[src/rtl/tbljump_unit.sv]
`timescale 1ns/1ps
module tbljump_unit #(
  parameter int XLEN      = 32,
  parameter int CAUSE_W   = 5,
  parameter int ILL_CAUSE = 2,
  parameter int IAF_CAUSE = 1
) (
  input  logic               clk,
  input  logic               rst_n,
  input  logic               start,
  input  logic [15:0]        insn,
  input  logic [XLEN-1:0]    pc,
  input  logic [XLEN-1:0]    tbl_csr,
  output logic               busy,
  output logic               not_mine,
  output logic               mem_req_valid,
  input  logic               mem_req_ready,
  output logic [XLEN-1:0]    mem_req_addr,
  input  logic               mem_rsp_valid,
  input  logic [XLEN-1:0]    mem_rsp_data,
  input  logic               mem_rsp_err,
  output logic               done,
  output logic [XLEN-1:0]    done_target,
  output logic               link_en,
  output logic [XLEN-1:0]    link_data,
  output logic               trap,
  output logic [CAUSE_W-1:0] trap_cause,
  output logic [XLEN-1:0]    trap_epc,
  output logic [XLEN-1:0]    trap_tval
);
  localparam int ESZ = $clog2(XLEN/8);
  localparam logic [CAUSE_W-1:0] C_ILL = CAUSE_W'(ILL_CAUSE);
  localparam logic [CAUSE_W-1:0] C_IAF = CAUSE_W'(IAF_CAUSE);

  typedef enum logic [2:0] {S_IDLE, S_CHECK, S_REQ, S_WAIT, S_DONE, S_TRAP} st_t;
  st_t state;

  logic [15:0]        insn_q;
  logic [XLEN-1:0]    pc_q, csr_q, addr_q, tgt_q, tval_q;
  logic [CAUSE_W-1:0] cause_q;
  logic               nm_q;

  wire hit       = (insn[15:10] == 6'b101000) && (insn[1:0] == 2'b10);
  wire [XLEN-1:0] base      = {csr_q[XLEN-1:6], 6'b000000};
  wire [XLEN-1:0] entry_off = XLEN'(insn_q[9:2]) << ESZ;
  wire [XLEN-1:0] entry_adr = base + entry_off;

  always_ff @(posedge clk) begin
    if (!rst_n) begin
      state   <= S_IDLE;
      nm_q    <= 1'b0;
      insn_q  <= '0;
      pc_q    <= '0;
      csr_q   <= '0;
      addr_q  <= '0;
      tgt_q   <= '0;
      tval_q  <= '0;
      cause_q <= '0;
    end else begin
      nm_q <= 1'b0;
      case (state)
        S_IDLE: if (start) begin
          if (hit) begin
            insn_q <= insn;
            pc_q   <= pc;
            csr_q  <= tbl_csr;
            state  <= S_CHECK;
          end else begin
            nm_q <= 1'b1;
          end
        end
        S_CHECK: begin
          if (csr_q[5:0] != 6'd0) begin
            cause_q <= C_ILL;
            tval_q  <= XLEN'(insn_q);
            state   <= S_TRAP;
          end else begin
            addr_q <= entry_adr;
            state  <= S_REQ;
          end
        end
        S_REQ: if (mem_req_ready) state <= S_WAIT;
        S_WAIT: if (mem_rsp_valid) begin
          if (mem_rsp_err) begin
            cause_q <= C_IAF;
            tval_q  <= addr_q;
            state   <= S_TRAP;
          end else begin
            tgt_q <= mem_rsp_data & ~XLEN'(1);
            state <= S_DONE;
          end
        end
        default: state <= S_IDLE;
      endcase
    end
  end

  assign busy          = (state != S_IDLE);
  assign not_mine      = nm_q;
  assign mem_req_valid = (state == S_REQ);
  assign mem_req_addr  = addr_q;
  assign done          = (state == S_DONE);
  assign done_target   = tgt_q;
  assign link_en       = (state == S_DONE) && (insn_q[9:7] != 3'd0);
  assign link_data     = pc_q + XLEN'(2);
  assign trap          = (state == S_TRAP);
  assign trap_cause    = cause_q;
  assign trap_epc      = pc_q;
  assign trap_tval     = tval_q;
endmodule

[config.mk]
export PLATFORM = sky130hd
export DESIGN_NAME = tbljump_unit
export DESIGN_NICKNAME = d
export VERILOG_FILES = /design/src/rtl/tbljump_unit.sv
export SDC_FILE = /design/constraint.sdc
export NUM_CORES = 1
export LEC_CHECK = 0
export ABC_AREA = 1
export CAP_MARGIN = 0
export CELL_PAD_IN_SITES_DETAIL_PLACEMENT = 1
export CELL_PAD_IN_SITES_GLOBAL_PLACEMENT = 2
export CORE_AREA = 2 2 188 190
export DETAILED_ROUTE_END_ITERATION = 8
export DIE_AREA = 0 0 190 192
export PLACE_DENSITY = 0.82
export SETUP_SLACK_MARGIN = 0.05
export SLEW_MARGIN = 20
export SYNTH_ARGS = -nofsm -noshare
export SYNTH_HDL_FRONTEND = slang
export SYNTH_SLANG_ARGS = --single-unit
[constraint.sdc]
create_clock -name clk -period 2.5 [get_ports clk]
set_clock_uncertainty 0.2 [all_clocks]
set_input_delay 0.25 -clock clk [delete_from_list [all_inputs] [get_ports clk]]
set_output_delay 0.25 -clock clk [all_outputs]
set_load 0.02 [all_outputs]
==> flow_metrics.py <==
metrics = {
    "yosys": {
        "synth_common_cells": "nor2_1, nand2_1, dfxtp_1",
        "synth_cells": 1189,
        "syn_area_um2": 8190,
        "yosysTopAreaCellShare": 0.438,
        "synthFlopType": "dfxtp_1",
        "synth_cell_types": 33,
        "ys_seq_area_frac": 0.438,
        "yosysWarningCount": 0,
        "synth_edf_count": 0,
        "synth.most_common_cell": "nor2_1",
        "synth-async-reset-ratio": 0,
        "synth_largest_area_cell": "dfxtp_1",
        "synth_seq_cells": 179,
        "ys_top_cells_by_area": "dfxtp_1, nor2_1, nand2_1, o21ai_0, inv_1",
        "avgSynthCellArea_um2": 6.89,
    },
    "power_and_ir_drop": {
        "switchingPower_mw": 2.46,
        "seq_power_share": 0.420,
        "peakVddDrop_mv": 0.481,
        "internal-power_mw": 5.37,
        "switching_share": 0.314,
        "p_comb_frac": 0.236,
        "clkPwrFrac": 0.344,
        "p_per_area_nw_per_um2": 623,
        "p_leak_nw": 5.24,
    },
    "sta": {
        "max_freq_ghz": 0.416,
        "slew_violations": 0,
        "setup_violations": 0,
        "hold_violations": 0,
        "rsz0062_at_grt": "true",
        "max_slew_margin": 0.594,
        "period_minus_slack_ns": 2.40,
        "layout_worst_path_cycle_share": 0.961,
        "worst_slew_pin_slew_ns": 0.608,
        "worst_slack_ns": 0.0977,
    },
    "clock_tree": {
        "clk_path_buf_depth": 2,
        "root_buffer": "clkbuf_16",
        "cts_tree": "yes",
        "htree_levels": 4,
        "cts_setup_buffers": 0,
        "clk_pin_slew_ns": 0.07,
        "clock_sinks": 179,
        "cts.hold.buffers_added": 0,
        "clkLatencyLatePin_ns": 0.44,
        "cts_made_buffers": 17,
    },
    "die": {
        "die_width_um": 190,
        "num_io_pins": 289,
        "die_area_um2": 36500,
        "initial_utilization": 0.239,
        "core_um2": 34300,
        "rows": 68,
        "die_y_um": 192,
    },
    "global_route": {
        "grt_first_pass_wirelength_um": 49200,
        "gr-total-overflow": 0,
        "grt_max_degree": 76,
        "grtUsageMet3": 0.0656,
        "grt_pass1_vias": 9094,
        "grtUsageTotal": 0.173,
        "busiest_layer": "met2",
        "grt.met2_usage": 0.292,
        "gr-usage-met1": 0.206,
        "grt_antenna_before_repair": 9,
    },
    "layout": {
        "drive_gt1_frac": 0.139,
        "fillers": 4199,
        "final_cell_area_um2": 12600,
        "fin_cells": 1967,
        "layout.nets": 1620,
        "area_growth_pct": 53.5,
    },
    "critical_path": {
        "path_class": "register to output pin",
        "crit_path_end_kind": "output pin",
        "worstSetupStartpointType": "register",
        "r2r_slack_ns": 0.30,
        "cp.arrival_ns": 1.95,
        "cp_slowest_cell": "dfxtp_2",
        "cp_cell_sequence": "inv_1 -> nor3_2 -> nand2_2 -> nor3_2 -> xor2_1 -> buf_4",
        "cp_slowest_stage_delay_ns": 0.35,
        "path_max_fanout": 3,
        "cp_data_required_time_ns": 2.05,
        "crit_top_cell": "nor3_2",
    },
    "placed_design": {
        "dp_slack_ns": -0.0607,
        "dp_cells": 1932,
        "gp_congestion": 0.836,
        "hpwl_um": 23900,
        "port_buffers": 281,
        "postPlaceCellArea_um2": 11700,
    },
    "drt": {
        "dr_total_vias": 8746,
        "drt_pre_antenna_iters": 4,
        "drc": 0,
        "drt_iter0_markers": 310,
        "routed_wl_um": 31800,
        "wl_per_cell_um": 16.2,
        "via_per_inst": 4.45,
        "ant_nets": 0,
    },
    "outcome": {
        "status": "complete, no violations",
    },
    "hold_path": {
        "hp-class": "input pin to register",
    },
    "job": {
        "maxCapViolCount": 0,
    },
}
power groups by stage:
| stage | combinational [mW] | sequential (mW) | clock, mW |
|---|---|---|---|
| global placement | 1.84 | 3.36 | 0 |
| CTS | 1.87 | 3.30 | 2.78 |
| detailed placement | 1.87 | 3.37 | 0 |
| floorplan | 0.731 | 3.57 | 0 |
| finish | 1.85 | 3.29 | 2.70 |
| global route | 2.02 | 3.33 | 2.90 |
area by class of cell:
cell class              count  area (um2)  share of cell area
flip-flops and latches    179        3620               0.288
repair buffers            344        3260               0.260
clock inverters            13         124             0.00986
diodes                      3        7.51            0.000597
inverters                  78         293              0.0233
well taps                 455         569              0.0453
multi-input cells         876        4240               0.337
clock buffers              19         453              0.0360
registers in the layout, indices dropped and copies added (netlist names):
register      count
trap_epc         32
not_mine          1
done_target      31
trap_tval        32
state             3
csr_q            32
mem_req_addr     30
trap_cause        2
insn_q           16
critical path: cells and delay by family (launching register included):
family	cells	cell delay, ns
and+or+nand+nor	3	0.60
DFF	1	0.35
buffers and inverters	2	0.30
xor gates and xnor gates	1	0.27
cells by family after synthesis:
kind of cell | Yosys count | share of synthesized area
AOI/OAI and AO/OA | 166 | 0.103
adders and majority gates | 6 | 0.0101
xor gates and xnor gates | 33 | 0.0353
buffers and inverters | 139 | 0.0822
other | 1 | 0.000458
DFF | 179 | 0.438
and+or+nand+nor | 665 | 0.331
cells in the final DEF, fill, tap and decap left out, types with 7 or more instances in the layout:
cell             instances
nor2_1                 322
clkdlybuf4s50_1        251
nand2_1                215
dfxtp_1                160
o21ai_0                118
inv_1                   67
buf_4                   66
nand3_1                 43
a21oi_1                 43
xor2_1                  20
clkbuf_16               17
dfxtp_2                 15
nand3b_1                14
nor3_2                  13
nand4_1                 11
inv_2                   11
nand2_2                 11
buf_2                   11
xnor2_1                  9
nor2_2                   8
nor3_4                   8
nor3_1                   7
layer usage:
metal	wire [um]	part of all wire
met4	510	0.016
met2	14800	0.47
met5	75	0.0024
met3	2420	0.076
met1	14000	0.44
per-stage QoR:
| stage | util | TNS [ns] | hold WS (ns) | power (mW) |
|---|---|---|---|---|
| final | 0.367 | 0 | 0.0889 | 7.83 |
| after global placement | 0.342 | -0.0884 | 0.222 | 5.20 |
| after detailed placement | 0.342 | -0.0618 | 0.231 | 5.23 |
| after global routing | 0.366 | -0.0179 | 0.0978 | 8.25 |
| after CTS | 0.362 | -0.00544 | 0.0683 | 7.95 |
| after floorplan | - | 0 | 0.185 | 4.30 |
repair_timing:
item | 4_1_cts | 5_1_grt
resized for setup | 139 | 80
pin swaps | 6 | 26
gates cloned | 0 | 0
endpoints found under the hold margin | 0 | 0
setup endpoints to repair | 28 | 32
final timing paths:
| kind | cells after the start | to | startpoint |
|---|---|---|---|
| worst max-delay path | 6 | link_data[18] | trap_epc[6] |
| worst max register to register | 10 | mem_req_addr[14] | insn_q[6] |
| worst min register to register | 2 | insn_q[10] | insn_q[10] |
| worst min-delay path | 3 | trap_tval[3] | rst_n |
Note: power is estimated with default switching activity, not from simulation.
